[config.mk]
export PLATFORM = sky130hd
export DESIGN_NAME = dbic_top
export DESIGN_NICKNAME = d
export VERILOG_FILES = /design/src/rtl/dbic_pkg.sv /design/src/rtl/dbic_bank.sv /design/src/rtl/dbic_prio.sv /design/src/rtl/dbic_outs.sv /design/src/rtl/dbic_top.sv
export SDC_FILE = /design/constraint.sdc
export NUM_CORES = 1
export LEC_CHECK = 0
export BUFFER_PORTS_ARGS = -buffer_cell sky130_fd_sc_hd__buf_2
export CORE_ASPECT_RATIO = 1.5
export CORE_MARGIN = 3
export CORE_UTILIZATION = 45
export CTS_CLUSTER_DIAMETER = 120
export DETAILED_ROUTE_END_ITERATION = 10
export PLACE_DENSITY = 0.59
export SYNTH_ARGS = -nofsm -noshare
export SYNTH_HDL_FRONTEND = slang
export SYNTH_HIERARCHICAL = 1
export SYNTH_SLANG_ARGS = --single-unit
[constraint.sdc]
create_clock -name clk -period 3.7 [get_ports clk]
set_input_delay 0.185 -clock clk [delete_from_list [all_inputs] [get_ports clk]]
set_output_delay 0.185 -clock clk [all_outputs]
set_load 0.005 [all_outputs]
[src/rtl/dbic_pkg.sv]
package dbic_pkg;
   localparam int unsigned OFS_NPEND = 32'h00;
   localparam int unsigned OFS_MASK  = 32'h04;
   localparam int unsigned OFS_ROUTE = 32'h08;
   localparam int unsigned OFS_FPEND = 32'h0C;
   localparam int unsigned OFS_RAW   = 32'h10;
   localparam int unsigned OFS_CTL   = 32'h14;
   localparam int unsigned OFS_HP    = 32'h18;
   localparam int unsigned SLOT_LO   = 32'h1C;
   localparam int unsigned BANK1_BASE = 32'h9C;
   localparam int unsigned SLOT_HI   = 32'hB0;
   localparam int unsigned SLOTS_LO_N = 32;
   localparam logic [31:0] PRIO_KEEP = 32'h8000_003F;

   function automatic int unsigned bank_base(input int unsigned k);
      return (k == 0) ? 32'h0 : BANK1_BASE;
   endfunction

   function automatic int unsigned slot_addr(input int unsigned i);
      return (i < SLOTS_LO_N) ? SLOT_LO + 4 * i : SLOT_HI + 4 * (i - SLOTS_LO_N);
   endfunction
endpackage

[src/rtl/dbic_bank.sv]
module dbic_bank #(
   parameter int BANK_W  = 32,
   parameter int VALID_W = 32,
   parameter int DATA_W  = 32
) (
   input  logic              clk,
   input  logic              rst_n,
   input  logic [BANK_W-1:0] pend_i,
   input  logic              we_mask,
   input  logic              we_route,
   input  logic [DATA_W-1:0] wdata,
   output logic [BANK_W-1:0] mask_o,
   output logic [BANK_W-1:0] route_o,
   output logic [BANK_W-1:0] fast_o,
   output logic [BANK_W-1:0] norm_o
);
   logic [BANK_W-1:0] keep;
   logic [BANK_W-1:0] wd;

   generate
      if (VALID_W >= BANK_W) begin : g_full
         assign keep = '1;
      end else begin : g_part
         assign keep = {{(BANK_W-VALID_W){1'b0}}, {VALID_W{1'b1}}};
      end
   endgenerate

   assign wd = BANK_W'(wdata) & keep;

   always_ff @(posedge clk or negedge rst_n) begin
      if (!rst_n) begin
         mask_o  <= '0;
         route_o <= '0;
      end else begin
         if (we_mask)  mask_o  <= wd;
         if (we_route) route_o <= wd;
      end
   end

   assign fast_o = pend_i & keep & mask_o & route_o;
   assign norm_o = pend_i & keep & mask_o & ~route_o;
endmodule

[src/rtl/dbic_prio.sv]
module dbic_prio #(
   parameter int          NUM_SLOT = 40,
   parameter int          DATA_W   = 32,
   parameter logic [31:0] KEEP     = 32'h8000_003F
) (
   input  logic                clk,
   input  logic                rst_n,
   input  logic [NUM_SLOT-1:0] we_slot,
   input  logic [DATA_W-1:0]   wdata,
   output logic [DATA_W-1:0]   slot_o [NUM_SLOT]
);
   localparam logic [DATA_W-1:0] KEEP_W = DATA_W'(KEEP);

   generate
      for (genvar i = 0; i < NUM_SLOT; i++) begin : g_slot
         always_ff @(posedge clk or negedge rst_n) begin
            if (!rst_n)          slot_o[i] <= '0;
            else if (we_slot[i]) slot_o[i] <= wdata & KEEP_W;
         end
      end
   endgenerate
endmodule

[src/rtl/dbic_outs.sv]
module dbic_outs (
   input  logic clk,
   input  logic rst_n,
   input  logic fast_any,
   input  logic norm_any,
   input  logic wake_any,
   input  logic idle_i,
   output logic fast_irq,
   output logic norm_irq,
   output logic wake
);
   always_ff @(posedge clk or negedge rst_n) begin
      if (!rst_n) begin
         fast_irq <= 1'b0;
         norm_irq <= 1'b0;
      end else begin
         fast_irq <= fast_any;
         norm_irq <= norm_any;
      end
   end

   assign wake = idle_i & wake_any;
endmodule

[src/rtl/dbic_top.sv]
module dbic_top
   import dbic_pkg::*;
#(
   parameter int NUM_SRC = 40,
   parameter int BANK_W  = 32,
   parameter int DATA_W  = 32,
   parameter int ADDR_W  = 8
) (
   input  logic               clk,
   input  logic               rst_n,
   input  logic [NUM_SRC-1:0] src_lvl,
   input  logic               idle_i,
   input  logic               bus_we,
   input  logic [ADDR_W-1:0]  bus_addr,
   input  logic [DATA_W-1:0]  bus_wdata,
   output logic [DATA_W-1:0]  bus_rdata,
   output logic               fast_irq,
   output logic               norm_irq,
   output logic               wake
);
   localparam int NUM_BANKS = (NUM_SRC + BANK_W - 1) / BANK_W;
   localparam int PAD_W     = NUM_BANKS * BANK_W;

   generate
      if (BANK_W != 32 || DATA_W != 32) begin : g_bad_width
         $error("dbic_top: register map needs 32-bit banks and data");
      end
      if (NUM_BANKS != 2 || NUM_SRC > 40) begin : g_bad_count
         $error("dbic_top: map holds 33 to 40 sources in two banks");
      end
      if (ADDR_W < 8) begin : g_bad_addr
         $error("dbic_top: offsets need at least 8 address bits");
      end
   endgenerate

   function automatic logic hit(input logic [ADDR_W-1:0] a, input int unsigned ofs);
      return a == ADDR_W'(ofs);
   endfunction

   logic [PAD_W-1:0]     src_pad;
   logic [BANK_W-1:0]    raw_b   [NUM_BANKS];
   logic [BANK_W-1:0]    mask_b  [NUM_BANKS];
   logic [BANK_W-1:0]    route_b [NUM_BANKS];
   logic [BANK_W-1:0]    fview_b [NUM_BANKS];
   logic [BANK_W-1:0]    nview_b [NUM_BANKS];
   logic [NUM_BANKS-1:0] we_mask, we_route;
   logic [NUM_SRC-1:0]   we_slot;
   logic [DATA_W-1:0]    slot_q  [NUM_SRC];
   logic                 ctl_q;
   logic                 fast_any, norm_any, wake_any;

   assign src_pad = PAD_W'(src_lvl);

   generate
      for (genvar k = 0; k < NUM_BANKS; k++) begin : g_bank
         localparam int LEFT  = NUM_SRC - k * BANK_W;
         localparam int VALID = (LEFT < BANK_W) ? LEFT : BANK_W;
         assign raw_b[k]    = src_pad[k*BANK_W +: BANK_W];
         assign we_mask[k]  = bus_we && hit(bus_addr, bank_base(k) + OFS_MASK);
         assign we_route[k] = bus_we && hit(bus_addr, bank_base(k) + OFS_ROUTE);
         dbic_bank #(.BANK_W(BANK_W), .VALID_W(VALID), .DATA_W(DATA_W)) u_bank (
            .clk(clk), .rst_n(rst_n), .pend_i(raw_b[k]),
            .we_mask(we_mask[k]), .we_route(we_route[k]), .wdata(bus_wdata),
            .mask_o(mask_b[k]), .route_o(route_b[k]),
            .fast_o(fview_b[k]), .norm_o(nview_b[k]));
      end
      for (genvar i = 0; i < NUM_SRC; i++) begin : g_slot_we
         assign we_slot[i] = bus_we && hit(bus_addr, slot_addr(i));
      end
   endgenerate

   dbic_prio #(.NUM_SLOT(NUM_SRC), .DATA_W(DATA_W), .KEEP(PRIO_KEEP)) u_prio (
      .clk(clk), .rst_n(rst_n), .we_slot(we_slot), .wdata(bus_wdata), .slot_o(slot_q));

   always_ff @(posedge clk or negedge rst_n) begin
      if (!rst_n)                                ctl_q <= 1'b0;
      else if (bus_we && hit(bus_addr, OFS_CTL)) ctl_q <= bus_wdata[0];
   end

   always_comb begin
      fast_any = 1'b0;
      norm_any = 1'b0;
      wake_any = 1'b0;
      for (int k = 0; k < NUM_BANKS; k++) begin
         fast_any = fast_any | (|fview_b[k]);
         norm_any = norm_any | (|nview_b[k]);
         wake_any = wake_any | (ctl_q ? |(raw_b[k] & mask_b[k]) : |raw_b[k]);
      end
   end

   always_comb begin
      bus_rdata = '0;
      if (hit(bus_addr, OFS_CTL)) bus_rdata = DATA_W'(ctl_q);
      for (int k = 0; k < NUM_BANKS; k++) begin
         if (hit(bus_addr, bank_base(k) + OFS_NPEND)) bus_rdata = DATA_W'(nview_b[k]);
         if (hit(bus_addr, bank_base(k) + OFS_MASK))  bus_rdata = DATA_W'(mask_b[k]);
         if (hit(bus_addr, bank_base(k) + OFS_ROUTE)) bus_rdata = DATA_W'(route_b[k]);
         if (hit(bus_addr, bank_base(k) + OFS_FPEND)) bus_rdata = DATA_W'(fview_b[k]);
         if (hit(bus_addr, bank_base(k) + OFS_RAW))   bus_rdata = DATA_W'(raw_b[k]);
      end
      for (int i = 0; i < NUM_SRC; i++) begin
         if (hit(bus_addr, slot_addr(i))) bus_rdata = slot_q[i];
      end
   end

   dbic_outs u_outs (
      .clk(clk), .rst_n(rst_n), .fast_any(fast_any), .norm_any(norm_any),
      .wake_any(wake_any), .idle_i(idle_i),
      .fast_irq(fast_irq), .norm_irq(norm_irq), .wake(wake));
endmodule

==> flow_summary.toml, run 1 <==
[sta]
hold_viol_final = 0
skew_ns = 0.0217
period_needed_ns = 3.68
tightest_slew_ns = 1.11
setup_viol = 0
fmax_mhz = 272
min_period_over_period_pct = 99.3
fin_ws_ns = 0.0246
max_slew_margin_pct = 25.7
drv_slew = 0
hold_slack_ns = 0.274

[route]
routed_wl_um = 143000
vias = 30900
drtIter0Drc = 3001
wl_per_cell_um = 25.9
vias_per_cell = 5.61
drc = 0
ant_nets = 0
firstDrtPassIters = 6

[setup_path]
rrSetupSlack_ns = 1.18
cp-end-kind = "primary output"
cp_max_fo = 4
crit_type = "flip-flop to primary output"
arrival_ns = 3.49
start_kind = "flip-flop"
cp.required_ns = 3.51

[power]
p_seq_share_pct = 43.9
leakagePower_nw = 18.0
pwr_density_cell_mw_per_mm2 = 263
clock_power_share_pct = 39.6
sw_frac_of_total_pct = 29.6
ir_worst_vdd_mv = 0.291
p_int_mw = 6.93
switchingPower_mw = 2.91
p_total_mw = 9.84
p_comb_share_pct = 16.5

[finish]
area_growth_pct = 0.626
multiInputGateArea_mm2 = 0.0222
drive_above_1_share_pct = 21.1
layout.nets = 4524
layout.area.seq_mm2 = 0.00908
nFillCells = 8165

[synthesis]
syn_avg_cell_area_um2 = 8.71
yosys_warnings = 6
synthCells = 4267
mappedNetlistArea_mm2 = 0.0372

[clock_network]
root_buffer = "clkbuf_16"
clock_latency_ns = 0.57
tritoncts = "built"
cts-buffers-inserted = 38
cts.sinks = 363
htree_levels = 2
cts_buffer_depth = 3
post-cts-setup-buffers = 0
clk_pin_slew_ns = 0.06

[grt]
antenna_found_initial = 2
grt_pass1_vias = 30000
grt_pass1_wl_um = 206000
grt_use_total_pct = 32.5
overflow = 0
grt_max_degree = 106

[floorplanning]
fp.coreArea_mm2 = 0.0815
rows = 128
die_y_um = 358
io-pin-count = 119
initial_core_util_pct = 45.6
die_width_um = 241
dieArea_mm2 = 0.0862

[placed_design]
portBuffers = 118
pre_cts_ws_ns = -0.174
hpwlAfterDp_um = 109000
place.gp.congestion = 1.03

[outcome]
status = "finished clean"

[min_path]
worst_hold_path_type = "input port to asynchronous set/reset pin"

[flow_run]
maxCapViolations = 0
## state kept, by name, indices dropped and copies added, names as in the netlist
name	cells
u_prio/slot_o	280
g_bank.u_bank/mask_o	40
g_bank.u_bank/route_o	40
ctl_q	1
u_outs/fast_irq	1
u_outs/norm_irq	1
## layout make-up
class,instances,area share (%)
Timing Repair Buffer,451,9.45
Clock inverter,15,0.351
Inverter,4,0.0401
Clock buffer,55,2.98
Antenna cell,1,0.00669
Sequential cell,363,24.3
Multi-Input combinational cell,3582,59.4
Tap cell,1040,3.48
## power groups by stage
stage          logic, mW  clock network (mW)  registers (mW)
2_1_floorplan       1.68                   0            4.31
3_3_place_gp        1.51                   0            4.38
3_5_place_dp        1.52                   0            4.39
4_1_cts             1.55                3.95            4.32
5_1_grt             1.74                4.11            4.34
6_report            1.62                3.90            4.32
## critical path, stage by stage (launching register included)
cell and delay, ns:
dfrtp_1 0.43, and3b_1 0.37, nor2_1 0.06, nor4b_1 0.27, buf_4 0.19, o221ai_1 0.20, a211oi_2 0.38, nor4b_1 0.14
o21ai_1 0.22, o211ai_1 0.15, a21oi_2 0.26, buf_4 0.15, buf_2 0.09
## per-layer routing
metal,global-route usage (%),up-vias,routed length [um],part of all wire (%)
li1,-,14100,-,-
met1,35.6,14800,51600,36
met2,56.0,1472,68700,48
met3,4.68,547,8590,6.0
met4,25.7,0,13900,9.8
met5,0,-,0,0
## worst paths after layout
kind | from | end | depth (start not counted)
min | rst_n | u_prio/slot_o[322] | 2
max in group asynchronous | rst_n | u_prio/slot_o[1057] | 3
min in group clk | src_lvl[20] | u_outs/fast_irq | 5
min reg2reg | u_prio/slot_o[451] | u_prio/slot_o[451] | 1
max reg2reg | g_bank[1].u_bank/mask_o[7] | u_outs/fast_irq | 4
max | g_bank[0].u_bank/route_o[4] | bus_rdata[4] | 12
## what timing repair did
item                                   4_1_cts  5_1_grt
endpoints found under the hold margin      154        0
resized for setup                            7       19
pin swaps                                    1        1
hold buffers                                26        0
setup endpoints to repair                    4        9
## metrics by stage
step                      area (um2)  util [%]   TNS, ns  cells
after floorplan                41300         -         0   5361
after global placement         35800      43.9    -0.268   5414
after CTS                      37300      45.8         0   5510
after detailed placement       35800      43.9    -0.286   5414
final                          37400      45.9         0   5511
after global routing           37400      45.9  -0.00228   5511
## layout by cell type (no fill, tap or decap), drive strengths merged, types with 67 or more instances in the layout
master  count
a221oi     67
nand2     207
nor3       86
nor2      193
o21ai     198
mux2      380
and3       95
buf       424
a22oi     179
o22ai     212
nand3      70
a21oi     169
conb     1096
dfrtp     363
(Power assumes the default switching activity.)
==> run 2, diff against run 1 <==
- PLACE_DENSITY: 0.59 -> 0.6
- SYNTH_HIERARCHICAL: 1 -> default
==> run 2 against run 1 <==
Critical endpoint is now bus_rdata[0]; via count down 44%; maximum frequency down 0.36%; critical path type is now input port to primary output; worst setup slack worse by 0.013 ns; area after synthesis down 46%; clock skew up 0.0084 ns; final area down 39%; sequential power about the same.
==> flow_summary.toml, run 2 <==
[route]
firstDrtPassIters = 6
routed_wl_um = 80500
wl_per_cell_um = 31.0
drc = 0
vias_per_cell = 6.68
drtIter0Drc = 1826
vias = 17400
ant_nets = 0

[synthesis]
mappedNetlistArea_mm2 = 0.0200
ys_ff_latch = 363
synth_edf_count = 0
yosysSeqAreaShare_pct = 45.5
synth_top_family_by_area = "multiplexers"
synth-main-ff-cell = "dfrtp_1"
yosys.area_share.simple_pct = 13.5
synthArstFlopShare_pct = 100
synthAdderAreaFrac_pct = 0
yosysUniqueCellTypes = 85
yosysMostFrequentCell = "mux2_2"
synth-compound-area-share_pct = 15.2
synth_top_area_share_pct = 45.5
syn-num-nets = 1956
yosys_warnings = 0
synthCells = 1872
syn_avg_cell_area_um2 = 10.7
synthTopCellsByCount = "372 x mux2_2, 363 x dfrtp_1, 160 x nand2_1"
yosys.area.top_type = "dfrtp_1"
synth_xor_xnor_area_share_pct = 0
muxShareOfSynthArea_pct = 22.3
synthTopCellsByArea = "dfrtp_1 45%, mux2_2 21%, nand2_1 3.0%"

[setup_path]
crit_type = "input port to primary output"
cp-end-kind = "primary output"
start_kind = "input port"
arrival_ns = 3.50
rrSetupSlack_ns = 2.00
cp_max_fo = 13
cp.required_ns = 3.51

[clock_network]
cts.repair.resized = 0
clock_latency_ns = 0.55
cts-buffers-inserted = 38
cts.sinks = 363
cts_buffer_depth = 3
clk_pin_slew_ns = 0.07
root_buffer = "clkbuf_16"
htree_levels = 2
tritoncts = "built"
post-cts-setup-buffers = 0

[floorplanning]
fp.coreArea_mm2 = 0.0434
die_y_um = 264
rows = 93
die_width_um = 178
initial_core_util_pct = 46.0
dieArea_mm2 = 0.0470
io-pin-count = 119

[sta]
tightest_slew_ns = 1.15
rsz0062_at_grt = "false"
period_needed_ns = 3.69
min_period_over_period_pct = 99.7
setup_viol = 0
finalSetupTns_ns = 0
hold_viol_final = 0
fmax_mhz = 271
drv_slew = 0
max_slew_margin_pct = 23.6
skew_ns = 0.0302

[power]
p_seq_share_pct = 48.0
p_comb_share_pct = 10.2
ir_worst_vdd_mv = 0.359
sw_frac_of_total_pct = 26.5
p_total_mw = 9.07
pwr_density_cell_mw_per_mm2 = 397
p_int_mw = 6.67
leakagePower_nw = 10.6
switchingPower_mw = 2.40
clock_power_share_pct = 41.8

[grt]
antenna_found_initial = 2
grt_max_degree = 103
grt_pass1_wl_um = 117000
overflow = 0
grt_use_total_pct = 33.6
grt_pass1_vias = 17400

[outcome]
status = "finished clean"

[placed_design]
portBuffers = 118
hpwlAfterDp_um = 58200
dp.cells = 2508
place.gp.congestion = 1.03

[min_path]
worst_hold_path_type = "input port to flip-flop"

[finish]
final_cell_mix = "372 x mux2_2, 363 x dfrtp_1, 160 x nand2_1"
area_growth_pct = 14.3
stdcell_count = 2600
largest_register = "u_prio.slot_o"
drive_above_1_share_pct = 32.8
fin_util_pct = 52.6
layout.nets = 2088
largestRegisters = "u_prio.slot_o (280), g_bank.u_bank.mask_o (40), g_bank.u_bank.route_o (40)"
final_common_cell = "mux2_2"
largest_register_ffs = 280

[flow_run]
maxCapViolations = 0
## run 2: metrics by stage
stage / hold WS [ns] / cell area (um2) / setup WS (ns)
after floorplan: -0.111 / 20000 / 1.51
after global placement: 0.299 / 21400 / 0.109
after detailed placement: 0.306 / 21400 / 0.200
after CTS: 0.106 / 22800 / 0.148
after global routing: 0.150 / 22800 / 0.0531
final: 0.134 / 22800 / 0.0113
## run 2: final cells by class
class / instances / area (um2)
multi-input cells: 1355 / 10200
well taps: 570 / 713
inverters: 21 / 78.8
repair buffers: 225 / 1550
clock inverters: 13 / 131
diodes: 1 / 2.50
clock buffers: 52 / 1060
flip-flops and latches: 363 / 9080
fillers: 3900 / 20600
## run 2: final timing paths
| kind | start | end | cells after the start |
|---|---|---|---|
| worst max-delay path | bus_addr[1] | bus_rdata[0] | 9 |
| worst min-delay path | src_lvl[16] | u_outs.fast_irq | 5 |
| worst max register to register | g_bank[1].u_bank.route_o[1] | u_outs.fast_irq | 4 |
| worst min register to register | u_prio.slot_o[1216] | u_prio.slot_o[1216] | 1 |
| max in group asynchronous | rst_n | u_prio.slot_o[353] | 3 |
| min in group asynchronous | rst_n | g_bank[0].u_bank.route_o[13] | 2 |
## run 2: power groups by stage
stage               Clock [mW]  Combinational, mW  Sequential, mW
detailed placement           0              0.895            4.42
floorplan                    0              0.481            4.33
CTS                       3.86              0.922            4.34
finish                    3.79              0.927            4.35
global route              4.00              0.984            4.36
global placement             0              0.882            4.41
## run 2: cells by family after synthesis
kind of cell | Yosys count
muxes | 395
and+or+nand+nor | 509
buffers and inverters | 154
DFF | 363
AOI/OAI and AO/OA | 451
## run 2: routing by layer
metal	global-route usage, %	wire length (um)	vias up	share of wire (%)
li1	-	-	7382	-
met1	36.5	28200	8784	35
met2	58.7	40300	886	50
met3	4.69	4550	325	5.6
met4	25.0	7490	0	9.3
met5	0	0	-	0
## run 2: worst max-delay path: stages
cell      delay, ns
buf_2          0.29
or4_1          0.74
nor2_1         0.28
a222oi_1       0.41
and4_1         0.26
o221ai_1       0.24
a222oi_1       0.64
o21ai_1        0.25
buf_2          0.19
## run 2: repair_timing
item,in CTS,in global routing
hold buffers,26,0
hold endpoints to repair,150,0
endpoints found under the setup margin,0,0
